==> src/rtl/pirq_pkg.sv <==
package pirq_pkg;
  typedef enum logic [1:0] {
    SEL_STATUS = 2'd0,
    SEL_MASK   = 2'd1,
    SEL_MSET   = 2'd2,
    SEL_MCLR   = 2'd3
  } reg_sel_e;

  localparam int unsigned SRC_PORT_ERR    = 4;
  localparam int unsigned SRC_BW_MGMT     = 11;
  localparam int unsigned SRC_LINK_UP     = 12;
  localparam int unsigned SRC_LINK_DOWN   = 14;
  localparam int unsigned SRC_MSI_ERR     = 18;
  localparam int unsigned SRC_MSI_BADDATA = 19;
  localparam int unsigned SRC_CPL_ABORT   = 21;
  localparam int unsigned SRC_RID_MAPERR  = 22;
  localparam int unsigned SRC_CPL_TIMEOUT = 23;
endpackage

==> src/rtl/pirq_capture.sv <==
module pirq_capture #(
  parameter int unsigned NUM_SRC   = 32,
  parameter int unsigned NUM_LEVEL = 4,
  localparam int unsigned EDGE_W   = NUM_SRC - NUM_LEVEL
) (
  input  logic               clk_i,
  input  logic               rst_ni,
  input  logic [NUM_SRC-1:0] src_i,
  input  logic [EDGE_W-1:0]  clr_i,
  output logic [NUM_SRC-1:0] status_o,
  output logic [NUM_SRC-1:0] status_d_o
);
  logic [NUM_SRC-1:0] status_q, status_d;

  for (genvar i = 0; i < NUM_SRC; i++) begin : g_bit
    if (i < NUM_LEVEL) begin : g_level
      assign status_d[i] = src_i[i];
    end else begin : g_edge
      logic prev_q;
      always_ff @(posedge clk_i or negedge rst_ni) begin
        if (!rst_ni) prev_q <= 1'b0;
        else         prev_q <= src_i[i];
      end
      // new edge wins over a same-cycle clear
      assign status_d[i] = (src_i[i] & ~prev_q) | (status_q[i] & ~clr_i[i-NUM_LEVEL]);
    end
  end

  always_ff @(posedge clk_i or negedge rst_ni) begin
    if (!rst_ni) status_q <= '0;
    else         status_q <= status_d;
  end

  assign status_o   = status_q;
  assign status_d_o = status_d;
endmodule

==> src/rtl/pirq_mask.sv <==
module pirq_mask #(
  parameter int unsigned NUM_SRC = 32
) (
  input  logic               clk_i,
  input  logic               rst_ni,
  input  logic [NUM_SRC-1:0] set_i,
  input  logic [NUM_SRC-1:0] clr_i,
  output logic [NUM_SRC-1:0] mask_o,
  output logic [NUM_SRC-1:0] mask_d_o
);
  logic [NUM_SRC-1:0] mask_q, mask_d;

  assign mask_d = (mask_q | set_i) & ~clr_i;

  always_ff @(posedge clk_i or negedge rst_ni) begin
    if (!rst_ni) mask_q <= '1;
    else         mask_q <= mask_d;
  end

  assign mask_o   = mask_q;
  assign mask_d_o = mask_d;
endmodule

==> src/rtl/pirq_out.sv <==
module pirq_out #(
  parameter int unsigned NUM_SRC = 32
) (
  input  logic               clk_i,
  input  logic               rst_ni,
  input  logic [NUM_SRC-1:0] status_d_i,
  input  logic [NUM_SRC-1:0] mask_d_i,
  output logic               irq_o
);
  logic irq_q;

  // built from next-state values so irq_o lines up with the registers
  always_ff @(posedge clk_i or negedge rst_ni) begin
    if (!rst_ni) irq_q <= 1'b0;
    else         irq_q <= |(status_d_i & ~mask_d_i);
  end

  assign irq_o = irq_q;
endmodule

==> src/rtl/port_irq_unit.sv <==
module port_irq_unit
  import pirq_pkg::*;
#(
  parameter int unsigned NUM_SRC   = 32,
  parameter int unsigned NUM_LEVEL = 4
) (
  input  logic               clk_i,
  input  logic               rst_ni,
  input  logic [NUM_SRC-1:0] src_i,
  input  logic               reg_we_i,
  input  logic [1:0]         reg_addr_i,
  input  logic [NUM_SRC-1:0] reg_wdata_i,
  output logic [NUM_SRC-1:0] reg_rdata_o,
  output logic               irq_o
);
  localparam int unsigned EDGE_W = NUM_SRC - NUM_LEVEL;

  logic               wr_stat, wr_mset, wr_mclr;
  logic [EDGE_W-1:0]  stat_clr;
  logic [NUM_SRC-1:0] mset, mclr;
  logic [NUM_SRC-1:0] status_q, status_d, mask_q, mask_d;

  assign wr_stat = reg_we_i && (reg_addr_i == SEL_STATUS);
  assign wr_mset = reg_we_i && (reg_addr_i == SEL_MSET);
  assign wr_mclr = reg_we_i && (reg_addr_i == SEL_MCLR);

  assign stat_clr = wr_stat ? reg_wdata_i[NUM_SRC-1:NUM_LEVEL] : '0;
  assign mset     = wr_mset ? reg_wdata_i : '0;
  assign mclr     = wr_mclr ? reg_wdata_i : '0;

  pirq_capture #(.NUM_SRC(NUM_SRC), .NUM_LEVEL(NUM_LEVEL)) u_capture (
    .clk_i, .rst_ni, .src_i,
    .clr_i(stat_clr), .status_o(status_q), .status_d_o(status_d)
  );

  pirq_mask #(.NUM_SRC(NUM_SRC)) u_mask (
    .clk_i, .rst_ni,
    .set_i(mset), .clr_i(mclr), .mask_o(mask_q), .mask_d_o(mask_d)
  );

  pirq_out #(.NUM_SRC(NUM_SRC)) u_out (
    .clk_i, .rst_ni,
    .status_d_i(status_d), .mask_d_i(mask_d), .irq_o
  );

  assign reg_rdata_o = (reg_addr_i == SEL_STATUS) ? status_q : mask_q;
endmodule

==> config.mk <==
export PLATFORM = sky130hd
export DESIGN_NAME = port_irq_unit
export DESIGN_NICKNAME = d
export VERILOG_FILES = /design/src/rtl/pirq_pkg.sv /design/src/rtl/pirq_capture.sv /design/src/rtl/pirq_mask.sv /design/src/rtl/pirq_out.sv /design/src/rtl/port_irq_unit.sv
export SDC_FILE = /design/constraint.sdc
export NUM_CORES = 1
export LEC_CHECK = 0
export ABC_AREA = 1
export BUFFER_PORTS_ARGS = -buffer_cell sky130_fd_sc_hd__buf_4
export CORE_UTILIZATION = 45
export CTS_CLUSTER_SIZE = 14
export DETAILED_ROUTE_END_ITERATION = 8
export PLACE_DENSITY = 0.77
export REMOVE_ABC_BUFFERS = 1
export SYNTH_ARGS = -nofsm -noshare
export SYNTH_HDL_FRONTEND = slang
export SYNTH_SLANG_ARGS = --single-unit
==> constraint.sdc <==
create_clock -name clk_i -period 1.2 [get_ports clk_i]
set_input_delay 0.06 -clock clk_i [delete_from_list [all_inputs] [get_ports clk_i]]
set_output_delay 0.06 -clock clk_i [all_outputs]
set_load 0.05 [all_outputs]
==> results by stage <==
GRT:
- The maximum number of pins on one net before global-route repair is 60.
- The first global-routing pass estimated 19,430 um of wire.
- The initial antenna violation count is 1.
- In the global route stage, overall resource usage came out at 25.18%.
- Summed over all layers, the global routing overflow is 0.
- The via count of the first global-routing pass was 4,104.

Detailed routing:
- The DRC marker count from the first detailed-route iteration is 246.
- The average via count per standard cell is 4.850.
- In the routed design, unresolved DRC markers number 0.
- The final layout contains routed wiring with a total length of 12,350 um.
- The via count of the routed design is 4,147.
- The final routed wire length divided by cell count is 14.44 um.
- The detail route stage leaves a number of antenna-violating nets equal to 0.
- The number of iterations in the first detailed-routing pass is 5.

Hold path:
- The launch instance of the worst min-delay path is reg_wdata_i[5].
- The worst hold path belongs to the class in2reg.

Status:
- The run finished, with violations left.
- The checks that failed: negative setup slack.

Clocking:
- The root buffer cell chosen for the clock tree is clkbuf_8.
- At the later pin of the worst-skew pair, clock insertion delay measures 350 ps.
- The H-tree depth reported by CTS is 3.
- The clock tree from TritonCTS is yes.
- The maximum clock insertion buffer count is 2.
- The clock slew seen by the registers of the worst setup and hold paths is 90 ps.
- Counting the buffers created by CTS gives 9.
- The clock net sink count is 93.

STA:
- The max-slew violation count came to 0.
- For this run, the top clock speed supported by timing is 759.5 MHz.
- Setup repair after global routing could not meet its margin everywhere.
- Between clock sinks in the finished design, the worst skew comes to 10.75 ps.
- The number of failing hold endpoints at the final stage is 0.
- In this run the tightest slew margin relative to its limit is 78.42%.
- The count of endpoints failing setup in the final report is 33.
- The minimum setup slack in the final design is -116.6 ps.
- The slew at the pin closest to its max-slew limit is 323.8 ps.
- Hold timing on the final database bottoms out at a slack of 23.37 ps.
- The aggregate negative setup slack is -1531 ps.
- The ratio of final minimum period to clock period is 109.7%.
- Subtracting the final worst setup slack from the clock period gives 1317 ps.

Cells and area:
- Once layout is complete, the utilization of the core stands at 74.43%.
- For this run, the post-layout net count is 789.
- The share of layout cells above drive strength 1 is 36.55%.
- The area used by multi-input combinational logic is 1719 um^2.
- The filler cell count in the final layout is 593.
- The area growth from synthesis to layout is 60.17%.
- Registers take 2367 um^2.
- Summing all non-filler instances in the final layout gives an area of 6878 um^2.

Logic synthesis:
- The mean post-synth cell area is 8.470 um^2.
- The prevailing post-synth register cell is dfrtp_1.
- In the post-synthesis netlist, the cell with the most instances is nand2_1.
- The cell area after synthesis is 4294 um^2.
- The number of warnings issued by yosys is 0.
- Of the post-synthesis cell area, the dominant cell type holds 35.55%.
- For this run, asynchronously set or reset flops after synthesis account for 100.0%.
- The number of distinct library cells after synthesis is 15.
- The dominant cell type by area after synthesis is dfrtp_1.
- Yosys attributes the largest share of cell area to dfrtp_1, dfstp_2, nand2_1, nand3_1, mux2_2.
- In this run, synthesis produced a sequential element count of 93.
- Sequential elements use 55.13% of the synthesized area.
- The commonest cells after synthesis are nand2_1, nand3_1, inv_1.
- The number of synthesized flops with an enable pin is 0.
- Synthesis handed over a netlist of 507 instances.

Critical path:
- The kind of end point of the critical path is a primary output.
- The arrival time of the worst setup path is 1260 ps.
- For the worst setup path, the data required time is 1140 ps.
- The critical path launch point is u_mask.mask_o[8].
- The launching point of the worst reg2reg path is u_mask.mask_o[23].
- The maximum fanout count along the critical path is 2.
- The path type of the worst setup path is reg2out.
- The critical path launch point type is a flip-flop.

Floorplan:
- The area inside the core boundary is 9240 um^2.
- Row generation in the floorplan step produced 35 rows.
- The die is 99.69 um tall.
- In this run the horizontal extent of the chip is 99.69 um.
- The die area is 9937 um^2.
- For this configuration, the core starts out at a cell density of 46.47%.
- The number of primary I/O pins is 102.

Power:
- The largest voltage drop on the vdd net is 718.9 uV.
- The static leakage is 3.566 nW.
- For this design the ratio of total power to cell area is 1327 nW/um^2.

Placed design:
- After detailed placement, the total cell area comes to 5595 um^2.
- The placer congestion estimate is 0.8437.
- The detailed-placement wirelength estimate is 7553 um.
- Buffers placed on the I/O ports in this run total 101.

Flow run:
- Max-cap violations in this run came to 0.
[critical path: stages, from the launching register on]
cell and delay, ps:
dfstp_2 540, buf_6 80, mux2_4 140, buf_8 140
[final timing paths]
path	endpoint	slack [ps]	cells after the start
max	reg_rdata_o[8]	-120	3
min	u_capture.status_o[5]	20	4
max reg2reg	u_out.irq_o	-100	9
min reg2reg	u_mask.mask_o[12]	480	2
max in group asynchronous	u_mask.mask_o[25]	620	3
min in group asynchronous	u_capture.g_bit[30].g_edge.prev_q	210	3
[area by class of cell]
class	instances	area share [%]
repair buffers	220	31.44
flip-flops and latches	93	34.42
clock inverters	4	0.8004
multi-input cells	328	25.00
clock buffers	12	2.256
well taps	129	2.347
diodes	1	0.03638
inverters	68	3.711
[power by group]
group | leakage [nW] | switching (W) | internal, W
Sequential | 0.991 | 0.000162 | 0.00357
Combinational | 2.47 | 0.00167 | 0.00153
Clock | 0.103 | 0.00110 | 0.00109
[logic make-up after synthesis]
| group | count (synthesis) | synth area share, % |
|---|---|---|
| and+or+nand+nor | 286 | 27.27 |
| buffers and inverters | 86 | 8.187 |
| muxes | 31 | 8.129 |
| AOI/OAI and AO/OA | 11 | 1.282 |
| DFF | 93 | 55.13 |
[per-layer routing]
metal / wire [um] / share of wire, % / track usage (%) / vias to the layer above
li1: - / - / - / 2000
met1: 5162 / 42 / 31.43 / 1966
met2: 6427 / 52 / 44.14 / 159
met3: 540 / 4.4 / 3.654 / 22
met4: 215 / 1.7 / 9.615 / 0
met5: 0 / 0 / 0 / -
[timing repair]
item | CTS | global route
hold buffers | 45 | 0
hold endpoints to repair | 158 | 0
pin swaps | 10 | 11
cloned | 0 | 1
setup buffers | 15 | 10
endpoints found under the setup margin | 33 | 33
gates resized for setup | 93 | 22
[state kept, by name (all words and copies together) (netlist names)]
register / cells
u_mask.mask_o: 32
u_capture.g_bit.g_edge.prev_q: 28
u_capture.status_o: 32
u_out.irq_o: 1
[placed cells by master, fill, tap and decap left out]
cell type,instances
buf_4,127
nand3_1,74
clkinv_4,1
buf_12,10
nor2_2,3
inv_6,1
clkbuf_1,1
nand2_2,4
inv_2,2
bufinv_16,1
clkbuf_16,1
clkbuf_8,11
nor2_1,8
dlygate4sd3_1,45
nor2_4,1
buf_6,6
dfrtp_1,61
o21ai_1,2
mux2_4,31
o21ai_0,7
diode_2,1
buf_8,31
o21ai_2,2
nand2_1,196
inv_1,66
dfstp_2,32
clkinvlp_4,1
[metrics by stage]
| step | power (W) | std cells | setup WS [ps] |
|---|---|---|---|
| CTS | 0.009019 | 843 | -110.3 |
| floorplan | 0.005169 | 489 | -1231 |
| detailed placement | 0.006232 | 767 | -302.0 |
| global route | 0.009531 | 855 | -208.3 |
| global placement | 0.006171 | 767 | -259.1 |
| finish | 0.009125 | 855 | -116.6 |
Power figures use the tool's default switching activity.
